File: src/rtl/abt_pkg.sv
package abt_pkg;
    typedef enum logic [1:0] {
        CAUSE_LOAD  = 2'd0,
        CAUSE_STORE = 2'd1,
        CAUSE_FIFO  = 2'd2,
        CAUSE_WDOG  = 2'd3
    } abt_cause_e;

    typedef enum logic [2:0] {
        S_IDLE,
        S_HALT,
        S_INVAL,
        S_PURGE,
        S_DRAIN,
        S_DONE
    } seq_state_e;
endpackage

File: src/rtl/abt_pend_slot.sv
module abt_pend_slot #(
    parameter int PC_W = 32
) (
    input  logic            clk,
    input  logic            rst_n,
    input  logic            req,
    input  logic [1:0]      cause_in,
    input  logic            precise_in,
    input  logic [PC_W-1:0] pc_in,
    input  logic            done,
    input  logic            kill,
    output logic            pend,
    output logic            fault,
    output logic [1:0]      cause_q,
    output logic            precise_q,
    output logic [PC_W-1:0] pc_q
);
    // A slot accepts a new abort only when idle; it moves pending -> fault on done
    always_ff @(posedge clk or negedge rst_n) begin
        if (!rst_n) begin
            pend      <= 1'b0;
            fault     <= 1'b0;
            cause_q   <= '0;
            precise_q <= 1'b0;
            pc_q      <= '0;
        end else if (!pend && !fault && req) begin
            pend      <= 1'b1;
            cause_q   <= cause_in;
            precise_q <= precise_in;
            pc_q      <= pc_in;
        end else if (pend && done) begin
            pend  <= 1'b0;
            fault <= 1'b1;
        end else if (fault && kill) begin
            fault <= 1'b0;
        end
    end

    // a busy slot keeps its first cause
    assert_keep_cause_R9: assert property (@(posedge clk) disable iff (!rst_n)
        (pend || fault) |=> $stable(cause_q));
endmodule

File: src/rtl/abt_pick.sv
module abt_pick #(
    parameter int NUM_CH   = 4,
    parameter int CH_IDX_W = $clog2(NUM_CH)
) (
    input  logic [NUM_CH-1:0]   req,
    output logic                found,
    output logic [CH_IDX_W-1:0] idx
);
    // Lowest set bit wins
    always_comb begin
        found = 1'b0;
        idx   = '0;
        for (int i = NUM_CH - 1; i >= 0; i--) begin
            if (req[i]) begin
                found = 1'b1;
                idx   = CH_IDX_W'(i);
            end
        end
    end
endmodule

File: src/rtl/abt_seq_fsm.sv
module abt_seq_fsm
    import abt_pkg::*;
#(
    parameter int NUM_CH   = 4,
    parameter int CH_IDX_W = $clog2(NUM_CH)
) (
    input  logic                clk,
    input  logic                rst_n,
    input  logic [NUM_CH-1:0]   pend_vec,
    input  logic [NUM_CH-1:0]   inflight,
    input  logic                inv_ack,
    input  logic                purge_ack,
    output logic [CH_IDX_W-1:0] cur_ch,
    output logic                inv_req,
    output logic                purge_req,
    output logic                done
);
    seq_state_e                state, state_nx;
    logic                      found;
    logic [CH_IDX_W-1:0]       pick_idx;

    abt_pick #(.NUM_CH(NUM_CH), .CH_IDX_W(CH_IDX_W)) u_pick (
        .req   (pend_vec),
        .found (found),
        .idx   (pick_idx)
    );

    // State register and current channel
    always_ff @(posedge clk or negedge rst_n) begin
        if (!rst_n) begin
            state  <= S_IDLE;
            cur_ch <= '0;
        end else begin
            state <= state_nx;
            if (state == S_IDLE && found) cur_ch <= pick_idx;
        end
    end

    // Next state
    always_comb begin
        state_nx = state;
        unique case (state)
            S_IDLE:  if (found) state_nx = S_HALT;
            S_HALT:  state_nx = S_INVAL;
            S_INVAL: if (inv_ack) state_nx = S_PURGE;
            S_PURGE: if (purge_ack) state_nx = S_DRAIN;
            S_DRAIN: if (!inflight[cur_ch]) state_nx = S_DONE;
            S_DONE:  state_nx = S_IDLE;
            default: state_nx = S_IDLE;
        endcase
    end

    // Outputs
    always_comb begin
        inv_req   = 1'b0;
        purge_req = 1'b0;
        done      = 1'b0;
        unique case (state)
            S_INVAL: inv_req   = 1'b1;
            S_PURGE: purge_req = 1'b1;
            S_DONE:  done      = 1'b1;
            default: ;
        endcase
    end

    // the invalidate request holds with a stable channel until acknowledged
    assert_inv_hold_R2: assert property (@(posedge clk) disable iff (!rst_n)
        (inv_req && !inv_ack) |=> (inv_req && $stable(cur_ch)));
    // purge starts only after a completed invalidate handshake
    assert_purge_after_inv_R3: assert property (@(posedge clk) disable iff (!rst_n)
        $rose(purge_req) |-> $past(inv_req && inv_ack));
endmodule

File: src/rtl/dma_abort_seq.sv
module dma_abort_seq
    import abt_pkg::*;
#(
    parameter int NUM_CH   = 4,
    parameter int PC_W     = 32,
    parameter int CH_IDX_W = $clog2(NUM_CH)
) (
    input  logic                   clk,
    input  logic                   rst_n,
    input  logic [NUM_CH-1:0]      ch_abort_req,
    input  logic [2*NUM_CH-1:0]    ch_abort_cause,
    input  logic [NUM_CH-1:0]      ch_abort_precise,
    input  logic [NUM_CH*PC_W-1:0] ch_abort_pc,
    input  logic                   mgr_abort_req,
    input  logic [1:0]             mgr_abort_cause,
    input  logic                   kill_valid,
    input  logic                   kill_mgr,
    input  logic [CH_IDX_W-1:0]    kill_ch,
    input  logic [NUM_CH-1:0]      ch_inflight,
    input  logic                   cache_inv_ack,
    input  logic                   queue_purge_ack,
    output logic [NUM_CH-1:0]      ch_halt,
    output logic [NUM_CH-1:0]      ch_fault,
    output logic [2*NUM_CH-1:0]    ch_cause,
    output logic                   mgr_fault,
    output logic [1:0]             mgr_cause,
    output logic                   cache_inv_req,
    output logic [CH_IDX_W-1:0]    cache_inv_ch,
    output logic                   queue_purge_req,
    output logic [CH_IDX_W-1:0]    queue_purge_ch,
    output logic                   pc_wr_en,
    output logic [CH_IDX_W-1:0]    pc_wr_ch,
    output logic [PC_W-1:0]        pc_wr_data,
    output logic                   abort_irq,
    output logic                   abort_irq_sb
);
    logic [NUM_CH-1:0]   pend_vec;
    logic [NUM_CH-1:0]   prec_vec;
    logic [PC_W-1:0]     pc_arr [NUM_CH];
    logic [CH_IDX_W-1:0] cur_ch;
    logic                seq_done;
    abt_cause_e          mgr_cause_q;

    generate
        for (genvar i = 0; i < NUM_CH; i++) begin : g_ch
            abt_pend_slot #(.PC_W(PC_W)) u_slot (
                .clk        (clk),
                .rst_n      (rst_n),
                .req        (ch_abort_req[i]),
                .cause_in   (ch_abort_cause[2*i +: 2]),
                .precise_in (ch_abort_precise[i]),
                .pc_in      (ch_abort_pc[PC_W*i +: PC_W]),
                .done       (seq_done && (cur_ch == CH_IDX_W'(i))),
                .kill       (kill_valid && !kill_mgr && (kill_ch == CH_IDX_W'(i))),
                .pend       (pend_vec[i]),
                .fault      (ch_fault[i]),
                .cause_q    (ch_cause[2*i +: 2]),
                .precise_q  (prec_vec[i]),
                .pc_q       (pc_arr[i])
            );
            assign ch_halt[i] = pend_vec[i] | ch_fault[i];

            // a fresh abort halts the channel at the next edge
            assert_halt_R1: assert property (@(posedge clk) disable iff (!rst_n)
                (ch_abort_req[i] && !ch_fault[i]) |=> ch_halt[i]);
            // no fault is recorded while transfers were still in flight
            assert_drain_R4: assert property (@(posedge clk) disable iff (!rst_n)
                $rose(ch_fault[i]) |-> !$past(ch_inflight[i]));
        end
    endgenerate

    abt_seq_fsm #(.NUM_CH(NUM_CH), .CH_IDX_W(CH_IDX_W)) u_fsm (
        .clk       (clk),
        .rst_n     (rst_n),
        .pend_vec  (pend_vec),
        .inflight  (ch_inflight),
        .inv_ack   (cache_inv_ack),
        .purge_ack (queue_purge_ack),
        .cur_ch    (cur_ch),
        .inv_req   (cache_inv_req),
        .purge_req (queue_purge_req),
        .done      (seq_done)
    );

    assign cache_inv_ch   = cur_ch;
    assign queue_purge_ch = cur_ch;
    assign pc_wr_en       = seq_done && prec_vec[cur_ch];
    assign pc_wr_ch       = cur_ch;
    assign pc_wr_data     = pc_arr[cur_ch];

    // Manager fault record
    always_ff @(posedge clk or negedge rst_n) begin
        if (!rst_n) begin
            mgr_fault   <= 1'b0;
            mgr_cause_q <= CAUSE_LOAD;
        end else if (!mgr_fault && mgr_abort_req) begin
            mgr_fault   <= 1'b1;
            mgr_cause_q <= abt_cause_e'(mgr_abort_cause);
        end else if (mgr_fault && kill_valid && kill_mgr) begin
            mgr_fault <= 1'b0;
        end
    end
    assign mgr_cause = mgr_cause_q;

    assign abort_irq    = (|ch_fault) | mgr_fault;
    assign abort_irq_sb = (|ch_fault) | mgr_fault;

    // a program counter write targets a halted, still pending channel
    assert_pcwr_halted_R5: assert property (@(posedge clk) disable iff (!rst_n)
        pc_wr_en |-> (ch_halt[pc_wr_ch] && !ch_fault[pc_wr_ch]));
    // a manager abort is recorded at the next edge
    assert_mgr_R11: assert property (@(posedge clk) disable iff (!rst_n)
        (mgr_abort_req && !mgr_fault) |=> mgr_fault);
    // both interrupt lines follow the recorded faults
    assert_irq_R7: assert property (@(posedge clk) disable iff (!rst_n)
        ((|ch_fault) || mgr_fault) |-> (abort_irq && abort_irq_sb));
endmodule

File: config.mk
export PLATFORM = sky130hd
export DESIGN_NAME = dma_abort_seq
export DESIGN_NICKNAME = d
export VERILOG_FILES = /design/src/rtl/abt_pkg.sv /design/src/rtl/abt_pend_slot.sv /design/src/rtl/abt_pick.sv /design/src/rtl/abt_seq_fsm.sv /design/src/rtl/dma_abort_seq.sv
export SDC_FILE = /design/constraint.sdc
export NUM_CORES = 1
export LEC_CHECK = 0
export ABC_CLOCK_PERIOD_IN_PS = 4250
export BUFFER_PORTS_ARGS = -buffer_cell sky130_fd_sc_hd__buf_2
export CAP_MARGIN = 0
export CORE_MARGIN = 3
export CORE_UTILIZATION = 41
export CTS_CLUSTER_DIAMETER = 120
export DETAILED_ROUTE_END_ITERATION = 10
export GPL_TIMING_DRIVEN = 0
export PLACE_DENSITY = 0.73
export SYNTH_ARGS = -nofsm -noshare
export SYNTH_HDL_FRONTEND = slang
export SYNTH_SLANG_ARGS = --single-unit
File: constraint.sdc
create_clock -name clk -period 4.25 [get_ports clk]
set_input_delay 0.6375 -clock clk [delete_from_list [all_inputs] [get_ports clk]]
set_output_delay 0.6375 -clock clk [all_outputs]
set_load 0.005 [all_outputs]
==> out/metrics.cfg, run 1 <==
[worst_hold_path]
hp-class=in -> async

[worst_setup_path]
crit_fanout=10
slowest_delay_ns=0.53
path_class=reg -> out
cp-end-kind=output port
critPathBufInv=3
critical_path.top_delay_family=buffers and inverters
reg2reg_slack_ns=2.62
reg2regPathDepth=4
slowest_stage=dfrtp_1
cp-start-kind=register
worstPathRequired_ns=3.61
critical_path_arrival_ns=2.09
cp_common_cell=buf_6
crit_chain=buf_6, buf_6, mux4_2, buf_2
critical_path.reg2reg.endpoint=g_ch[0].u_slot.pc_q[2]
r2r-start=g_ch[0].u_slot.fault

[clocking]
hold_buffers=0
ctsResizeCount=0
cts_tree=yes
post_cts_buffers=0
cts_buffers=17
clk_pin_slew_ns=0.06
root_buffer=clkbuf_16
clk_path_buf_depth=2
htreeDepth=4
clock_sinks=156
clk_latency_ns=0.42

[power_and_ir_drop]
vdd_drop_max_v=0.000365
finalPower_w=0.00700
p_per_area_nw_per_um2=766
total_leakage_power_nw=4.31

[sta]
setup_viol_count_final=0
tightest_slew_ns=0.537
maxSlewViolCount=0
timing.fmax_mhz=366
grt_setup_unrepaired=false
fin_crit_ns=2.73
slew_headroom=0.642
fin_crit_sh=0.643
setup_tns_ns=0
whs_ns=0.180
fin_worst_skew_ns=0.00884
hold_viol=0

[placement]
place_area_um2=8550
port_buffers=220
hpwl_mm=12.8
gp_congestion=0.813

[logic_synthesis]
synth_cells=430
seq_area_frac_synth=0.547
synth_edf_count=0
synth_ff_type=dfrtp_1
syn-num-nets=589
async_flop_share=1.00
synth_area_um2=7140
synth_cell_type_count=39
ys_ff_latch=156
yosysWarningCount=0
syn_area_per_cell_um2=16.6

[grt]
grt_usage=0.187
grt_pass1_wl_mm=26.5
overflow=0
grt_max_degree=101
busiest_layer=met2
met3_usage=0.0497
use_met2=0.313
grt_pass1_vias=5014
antenna_found_initial=1
use_met1=0.239

[die]
num_io_pins=221
num_rows=47
die_h_um=138
start_util=0.424
coreArea_um2=16800
die_w_um=138
die_area_um2=19000

[route]
via_count=4585
ant_nets=0
drc=0
first_pass_iters=4
via_per_inst=5.08
wl_per_cell_um=19.4
finalWirelength_mm=17.5
drt_iter0_drc=145

[cells_and_area]
final_cell_area_um2=9140
drive_gt1_frac=0.671
syn2layout_area_growth_pct=28.0
fin_nets=829
antenna_cells=0

[flow_run]
cap_violations=0

[status]
status=complete, no violations

final cells by class:
cell class	instances	area, µm²
multi-input combinational	235	2910
fill	1388	7680
clock inverter	14	160
timing repair buffer	221	1130
sequential	156	3900
clock buffer	18	429
inverter	7	26.3
buffer	32	298
tap	220	275
report_power, final:
part           leakage, nW  switching [W]  total, W  internal [W]
clock                0.279       0.000625   0.00150      0.000876
combinational         2.16        0.00108   0.00286       0.00178
sequential            1.87       0.000411   0.00264       0.00223
total                 4.31        0.00212   0.00700       0.00488
cells by family (layout without fill, tap and decap cells):
logic type | after synthesis | in the layout | synth area share
buf+inv | 39 | 292 | 0.0454
compound gates | 17 | 17 | 0.0168
mux | 177 | 177 | 0.348
flops | 156 | 156 | 0.547
simple gates | 41 | 41 | 0.0431
cells in the mapped netlist (2+ instances only):
library cell	instances	area, µm²
o22ai_1	2	12.5
a21oi_1	2	10.0
nor2_8	4	80.1
mux2_4	29	435
nor2b_1	3	18.8
mux2_1	12	135
buf_12	3	60.1
nand2_1	6	22.5
buf_2	7	35.0
nand3b_1	2	15.0
buf_6	11	124
mux4_2	34	766
mux2_2	101	1140
buf_4	10	75.1
nor3b_1	3	22.5
o22a_1	2	17.5
inv_1	7	26.3
or2_4	4	35.0
dfrtp_1	156	3900
a22o_1	3	26.3
o21ai_0	3	15.0
nor3_1	3	15.0
nor2_1	7	26.3
stage by stage:
step / setup slack (ns) / instances / utilization
2_1_floorplan: 2.27 / 430 / -
3_3_place_gp: 0.346 / 870 / 0.506
3_5_place_dp: 1.92 / 871 / 0.508
4_1_cts: 1.46 / 903 / 0.543
5_1_grt: 1.37 / 903 / 0.543
6_report: 1.52 / 903 / 0.543
placed cells by master, fill, tap and decap left out, types with 6 or more instances in the layout:
cell and n:
dfrtp_1 156, nand2_1 6, nor2_1 7, buf_4 10
buf_6 12, inv_1 7, buf_2 226, mux2_2 101
clkbuf_16 17, mux4_2 34, mux2_4 29, mux2_1 12
flip-flops by register name, indices dropped and copies added (netlist names):
register               count
g_ch.u_slot.pc_q         128
g_ch.u_slot.cause_q        8
g_ch.u_slot.fault          4
g_ch.u_slot.pend           4
g_ch.u_slot.precise_q      4
u_fsm.state                3
mgr_cause                  2
u_fsm.cur_ch               2
mgr_fault                  1
worst max path at each step:
stage / start / end / cells after the start
floorplan: u_fsm.cur_ch[0] / pc_wr_data[17] / 3
global placement: rst_n / g_ch[0].u_slot.cause_q[0] / 1
detailed placement: u_fsm.cur_ch[0] / pc_wr_data[18] / 4
CTS: u_fsm.cur_ch[1] / pc_wr_data[12] / 4
global route: u_fsm.cur_ch[0] / pc_wr_data[18] / 4
finish: u_fsm.cur_ch[0] / pc_wr_data[18] / 4
metal layers:
| metal | part of all wire | up-vias |
|---|---|---|
| met4 | 0.012 | 2 |
| li1 | - | 2067 |
| met3 | 0.067 | 17 |
| met1 | 0.42 | 2333 |
| met2 | 0.50 | 166 |
| met5 | 0.00074 | - |
(Power assumes the default switching activity.)
==> run 2: changes to the inputs <==
--- a/config.mk
+++ b/config.mk
@@ -5,7 +5,7 @@
 export SDC_FILE = /design/constraint.sdc
 export NUM_CORES = 1
 export LEC_CHECK = 0
-export ABC_CLOCK_PERIOD_IN_PS = 4250
+export ABC_CLOCK_PERIOD_IN_PS = 2230
 export BUFFER_PORTS_ARGS = -buffer_cell sky130_fd_sc_hd__buf_2
 export CAP_MARGIN = 0
 export CORE_MARGIN = 3
@@ -13,7 +13,7 @@
 export CTS_CLUSTER_DIAMETER = 120
 export DETAILED_ROUTE_END_ITERATION = 10
 export GPL_TIMING_DRIVEN = 0
-export PLACE_DENSITY = 0.73
+export PLACE_DENSITY = 0.76
 export SYNTH_ARGS = -nofsm -noshare
 export SYNTH_HDL_FRONTEND = slang
 export SYNTH_SLANG_ARGS = --single-unit
==> constraint.sdc (replaced) <==
create_clock -name clk -period 2.23 [get_ports clk]
set_input_delay 0.3345 -clock clk [delete_from_list [all_inputs] [get_ports clk]]
set_output_delay 0.3345 -clock clk [all_outputs]
set_load 0.005 [all_outputs]
==> run 2 against run 1 <==
  * Combinational power up 97%
  * Wire length up 2.9%
  * Clock skew up 0.0018 ns
  * Count of clock-buffer cells in the layout up 1
  * Sequential share of layout area down 0.44 points
  * First-iteration DRC count down 9.7%
  * Via count up 1.6%
  * Clock power up 100%
  * Die area unchanged
  * Critical path depth down 1
  * Global-route usage up 0.61 points
  * Largest power group unchanged
==> out/metrics.cfg, run 2 (same netlist as run 1, synthesis figures left out) <==
[sta]
timing.fmax_mhz=466
slew_headroom=0.527  ; -0.115
setup_viol_count_final=0  ; unchanged
fin_crit_sh=0.962
maxSlewViolCount=0  ; unchanged
fin_crit_ns=2.14
grt_setup_unrepaired=true
fin_worst_skew_ns=0.0106  ; +0.00180 ns
whs_ns=0.129  ; -0.0512 ns
final.setup.worst_slack_ns=0.0856  ; -1.43 ns
hold_viol=0  ; unchanged
tightest_slew_ns=0.709  ; +0.172 ns

[route]
first_pass_iters=4  ; unchanged
via_count=4660  ; +1.6%
ant_nets=0  ; unchanged
finalWirelength_mm=18.0  ; +2.9%
wl_met3_mm=1.14  ; -2.7%
met1_length_mm=7.08  ; -4.5%
wl_per_cell_um=19.8  ; +2.3%
dr_wl_met2_mm=9.43  ; +8.6%
drc=0  ; unchanged
via_per_inst=5.13  ; +1.1%
drt_iter0_drc=131  ; -9.7%
topRoutingLayerUsed=met5

[worst_setup_path]
cp-end-kind=output port
slowest_stage=mux4_2
cp_num_cells=3  ; -1
reg2regPathDepth=4  ; unchanged
crit_fanout=10  ; unchanged
startpoint=u_fsm.cur_ch[0]
reg2reg_slack_ns=0.58  ; -2.04 ns
crit_chain=buf_2, mux4_2, buf_2
worstPathRequired_ns=1.90  ; -1.71 ns
critical_path.reg2reg.endpoint=g_ch[3].u_slot.pc_q[17]
cp_common_cell=buf_2
path_class=reg -> out
slowest_delay_ns=0.54  ; about the same
r2r-start=g_ch[3].u_slot.fault
cp-start-kind=register
crit_path_end=pc_wr_data[30]
critical_path.top_delay_family=multiplexers
critPathBufInv=2  ; -1
critical_path_arrival_ns=1.81  ; -0.28 ns

[cells_and_area]
nFillCells=1403  ; +1.1%
layout_common_cells=buf_2, dfrtp_1, mux2_2
regMostFlops=g_ch.u_slot.pc_q
multi_input_area_um2=2910  ; unchanged
fin_util=0.549  ; +0.00603
syn2layout_area_growth_pct=29.4
final_common_cell=buf_2
fin_nets=834  ; +0.60%
layout.cells.non_filler=908  ; +0.55%
ff_latch_area_um2=3910  ; about the same
reg.largest.list=g_ch.u_slot.pc_q: 128 flops, g_ch.u_slot.cause_q: 8 flops
antenna_cells=0  ; unchanged
drive_gt1_frac=0.676  ; +0.00530
largest_reg_flops=128  ; unchanged

[placement]
gp_congestion=0.829  ; +1.9%
port_buffers=220  ; unchanged
dp_cells=871  ; unchanged
hpwl_mm=13.2  ; +2.9%
post-place-ws_ns=0.194  ; -1.73 ns

[die]
die_area_um2=19000  ; unchanged
die_h_um=138  ; unchanged
die_w_um=138  ; unchanged
start_util=0.424  ; unchanged
num_io_pins=221  ; unchanged
num_rows=47  ; unchanged
coreArea_um2=16800  ; unchanged

[grt]
grt_pass1_vias=5152  ; +2.8%
grt_pass1_wl_mm=27.2  ; +2.7%
grt_max_degree=81  ; -20%
antenna_found_initial=2  ; +1
overflow=0  ; unchanged
grt_usage=0.193  ; +0.00609

[status]
status=complete, no violations

[clocking]
htreeDepth=4  ; unchanged
clock_sinks=156  ; unchanged
cts_tree=yes
cts_buffers=17  ; unchanged
root_buffer=clkbuf_16
clk_pin_slew_ns=0.06  ; about the same
clk_path_buf_depth=2  ; unchanged
clk_latency_ns=0.42  ; about the same

[power_and_ir_drop]
p_per_area_nw_per_um2=1480  ; +93%
swShare=0.300  ; -0.00314
finalPower_w=0.0137  ; +95%
netSwitchingPower_w=0.00410  ; +93%
total_leakage_power_nw=4.35  ; +0.96%
power_frac_seq=0.368  ; -0.009
internal-power_w=0.00957  ; +96%
p_clk_frac=0.221  ; +0.007
vdd_drop_max_v=0.000714  ; +96%
comb_power_share=0.411  ; +0.002

[worst_hold_path]
hp-class=in -> reg

[flow_run]
cap_violations=0  ; unchanged

==> run 2: worst min-delay path by stage <==
stage	endpoint	cells past startpoint	slack, ns	start
final	g_ch[0].u_slot.pc_q[27]	2	0.13	ch_abort_pc[27]
after global routing	g_ch[0].u_slot.pc_q[30]	2	0.11	ch_abort_pc[30]
after CTS	g_ch[0].u_slot.pc_q[27]	2	0.11	ch_abort_pc[27]
after detailed placement	g_ch[1].u_slot.pc_q[23]	1	0.41	rst_n
after global placement	g_ch[0].u_slot.pc_q[27]	1	0.46	g_ch[0].u_slot.pc_q[27]
after floorplan	g_ch[0].u_slot.cause_q[0]	0	0.04	rst_n
==> run 2: routing by layer <==
metal | track usage | up-vias
li1 | - | 2075
met1 | 0.230 | 2384
met2 | 0.338 | 169
met3 | 0.0515 | 28
met4 | 0.0675 | 4
met5 | 0 | -
==> run 2: power groups by stage <==
stage          sequential [W]  combinational [W]  clock, W
2_1_floorplan         0.00479            0.00386         0
3_3_place_gp          0.00495            0.00537         0
4_1_cts               0.00504            0.00569   0.00307
3_5_place_dp          0.00508            0.00555         0
5_1_grt               0.00520            0.00607   0.00319
6_report              0.00503            0.00562   0.00302
==> run 2: metrics by stage <==
step,TNS (ns),area (µm²)
2_1_floorplan,0,7140
3_3_place_gp,-201.12,8520
3_5_place_dp,0,8550
4_1_cts,0,9220
5_1_grt,-0.00151,9240
6_report,0,9240
==> run 2: repair_timing <==
item / CTS / global route
hold buffers: 1 / 0
endpoints found under the setup margin: 33 / 19
setup buffers: 2 / 3
endpoints found under the hold margin: 76 / 0
gates resized for setup: 10 / 1
==> run 2: worst reg2reg max path: stages, from the launching register on <==
cell     delay [ns]
dfrtp_1        0.42
or2_4          0.29
nor2_8         0.23
buf_6          0.23
mux2_2         0.36
==> run 2: final cells by class <==
type / instances / share of cell area
Clock buffer: 19 / 0.0490
Sequential cell: 156 / 0.423
Tap cell: 220 / 0.0298
Buffer: 31 / 0.0348
Timing Repair Buffer: 227 / 0.128
Multi-Input combinational cell: 235 / 0.315
Clock inverter: 13 / 0.0177
Inverter: 7 / 0.00284
==> run 3: changes to the inputs <==
--- a/config.mk
+++ b/config.mk
@@ -5,6 +5,7 @@
 export SDC_FILE = /design/constraint.sdc
 export NUM_CORES = 1
 export LEC_CHECK = 0
+export ABC_AREA = 1
 export ABC_CLOCK_PERIOD_IN_PS = 2230
 export BUFFER_PORTS_ARGS = -buffer_cell sky130_fd_sc_hd__buf_2
 export CAP_MARGIN = 0
@@ -14,6 +15,7 @@
 export DETAILED_ROUTE_END_ITERATION = 10
 export GPL_TIMING_DRIVEN = 0
 export PLACE_DENSITY = 0.76
+export SKIP_CTS_REPAIR_TIMING = 1
 export SYNTH_ARGS = -nofsm -noshare
 export SYNTH_HDL_FRONTEND = slang
 export SYNTH_SLANG_ARGS = --single-unit
==> run 3 against run 2 <==
  * Utilization grew 0.54 points
  * Clock skew is 0.0014 ns lower
  * Critical path type unchanged
  * Largest power group is now sequential cells
  * Power shrank 8.6%
  * Critical path depth is 5 higher
==> out/metrics.cfg, run 3 <==
[logic_synthesis]
seq_area_frac_synth=0.553  ; +0.00610
synth_area_leader_cell=dfrtp_1
synth_ff_type=dfrtp_1
yosysWarningCount=0  ; unchanged
syn_area_per_cell_um2=13.1  ; -21%
async_flop_share=1.00  ; unchanged
synth_area_um2=7060  ; -1.1%
synth_cell_type_count=26  ; -33%
yosysTopAreaCellShare=0.553  ; +0.00610
synth_area_leaders=dfrtp_1, mux2_2, mux2_4
synth_common_cells=dfrtp_1, mux2_2, nand2_1
synth_edf_count=0  ; unchanged
synth_cells=540  ; +26%
yosysMostFrequentCell=dfrtp_1
ys_ff_latch=156  ; unchanged
syn-num-nets=699  ; +19%

[clocking]
clk_path_buf_depth=2  ; unchanged
clk_latency_ns=0.42  ; about the same
clk_pin_slew_ns=0.06  ; about the same
cts_buffers=17  ; unchanged
htreeDepth=4  ; unchanged
root_buffer=clkbuf_16
cts_tree=yes
clock_sinks=156  ; unchanged

[power_and_ir_drop]
p_per_area_nw_per_um2=1350  ; -8.9%
vdd_drop_max_v=0.000619  ; -13%
total_leakage_power_nw=4.77  ; +9.8%

[sta]
timing.fmax_mhz=459  ; -1.5%
whs_ns=0.142  ; +0.0132 ns
fin_crit_sh=0.976  ; +0.0149
hold_viol=0  ; unchanged
setup_viol_count_final=0  ; unchanged
fin_crit_ns=2.18  ; +0.0332 ns
final.setup.worst_slack_ns=0.0524  ; -0.0332 ns
fin_worst_skew_ns=0.00926  ; -0.00138 ns
maxSlewViolCount=0  ; unchanged
slew_headroom=0.515  ; -0.0120
tightest_slew_ns=0.727  ; +0.0180 ns

[die]
die_area_um2=18800  ; -1.1%
coreArea_um2=16700  ; -0.70%
num_rows=47  ; unchanged
num_io_pins=221  ; unchanged
die_w_um=137  ; -0.53%
start_util=0.423  ; -0.00173
die_h_um=137  ; -0.53%

[grt]
grt_max_degree=81  ; unchanged
grt_pass1_vias=5236  ; +1.6%
grt_pass1_wl_mm=28.2  ; +3.5%
antenna_found_initial=2  ; unchanged
grt_usage=0.199  ; +0.00646
overflow=0  ; unchanged

[worst_setup_path]
reg2reg_slack_ns=0.80  ; +0.22 ns
critical_path_arrival_ns=1.84  ; +0.03 ns
worstPathRequired_ns=1.90  ; about the same
r2r-start=g_ch[3].u_slot.fault
cp-end-kind=output port
cp-start-kind=register
path_class=reg -> out
reg2regPathDepth=4  ; unchanged
critical_path.reg2reg.endpoint=g_ch[3].u_slot.pc_q[19]
crit_fanout=7  ; -3

[cells_and_area]
drive_gt1_frac=0.574  ; -0.101
regMostFlops=g_ch.u_slot.pc_q
final_common_cell=buf_2
reg.largest.list=g_ch.u_slot.pc_q: 128 flops, g_ch.u_slot.cause_q: 8 flops
layout_common_cells=buf_2, dfrtp_1, mux2_2
final_cell_area_um2=9270  ; +0.28%
fin_nets=947  ; +14%
largest_reg_flops=128  ; unchanged
fin_util=0.555  ; +0.00544
syn2layout_area_growth_pct=31.2
layout.cells.non_filler=1020  ; +12%

[route]
drt_iter0_drc=203  ; +55%
ant_nets=0  ; unchanged
drc=0  ; unchanged
finalWirelength_mm=18.9  ; +5.0%
via_per_inst=5.00  ; -2.5%
wl_per_cell_um=18.5  ; -6.5%
first_pass_iters=6  ; +2
via_count=5102  ; +9.5%

[status]
status=complete, no violations

[placement]
gp_congestion=0.793  ; -4.3%
hpwl_mm=13.6  ; +3.6%
post-place-ws_ns=0.298  ; +0.104 ns
place_area_um2=8470  ; -0.92%
dp_cells=981  ; +13%
port_buffers=220  ; unchanged

[worst_hold_path]
holdCritStartpoint=ch_abort_pc[8]
min_path_cells=2  ; unchanged
hold_end=g_ch[0].u_slot.pc_q[8]
hp-class=in -> reg

[flow_run]
cap_violations=0  ; unchanged

==> run 3: cell count changes in the layout (fill, tap and decap cells not counted), sizes merged, moves of 4 or more <==
cell and change:
a22oi +56, clkbuf +8, inv +15, mux4 -34, nand2 +66, nand3 +12, o21ai +6, or2 -4
==> run 3: how the worst max path moves through the flow <==
stage / startpoint / to / slack [ns] / depth (start not counted)
final: u_fsm.cur_ch[1] / pc_wr_data[20] / 0.05 / 8
after global routing: u_fsm.cur_ch[1] / pc_wr_data[18] / -0.02 / 8
after detailed placement: u_fsm.cur_ch[1] / pc_wr_data[29] / 0.30 / 6
after floorplan: u_fsm.cur_ch[1] / pc_wr_data[10] / 0.76 / 6
after global placement: rst_n / g_ch[0].u_slot.fault / -1.52 / 1
after CTS: u_fsm.cur_ch[1] / pc_wr_data[14] / -0.17 / 6
==> run 3: worst max-delay path, stage by stage (launching register included) <==
cell	delay, ns
dfrtp_1	0.40
buf_6	0.15
nand2_2	0.10
clkinvlp_4	0.10
buf_12	0.15
clkbuf_16	0.15
a22oi_1	0.17
nand2_1	0.07
buf_2	0.13
==> run 3: routing by layer <==
layer | GRT usage | vias up | wire length [µm]
li1 | - | 2399 | -
met5 | 0 | - | 7
met1 | 0.257 | 2508 | 8200
met4 | 0.0549 | 2 | 227
met3 | 0.0632 | 20 | 1450
met2 | 0.326 | 173 | 9020
==> run 3: cell type report <==
type,instances,area [µm²]
Buffer,34,339
Antenna cell,1,2.50
Timing Repair Buffer,229,1240
Multi-Input combinational cell,325,2810
Inverter,25,100
Sequential cell,156,3910
Tap cell,220,275
Fill cell,1439,7430
Clock buffer,19,443
Clock inverter,11,145
==> run 3: power by group <==
group / total (W) / internal (W) / switching, W
clock: 0.00291 / 0.00178 / 0.00113
sequential: 0.00486 / 0.00411 / 0.000746
combinational: 0.00473 / 0.00265 / 0.00208
==> run 3: cell families (layout without fill, tap and decap cells) <==
kind of cell / Yosys count / in the layout / synth area share
muxes: 142 / 142 / 0.244
buffers and inverters: 59 / 318 / 0.0556
DFF: 156 / 156 / 0.553
other: 0 / 1 / 0
AOI/OAI and AO/OA: 74 / 74 / 0.0767
and+or+nand+nor: 109 / 109 / 0.0707
==> run 3: stage by stage <==
stage | setup TNS [ns] | total power [W]
floorplan | 0 | 0.00769
global placement | -235.45 | 0.00928
detailed placement | 0 | 0.00945
CTS | -4.42 | 0.0124
global route | -0.114 | 0.0134
finish | 0 | 0.0125
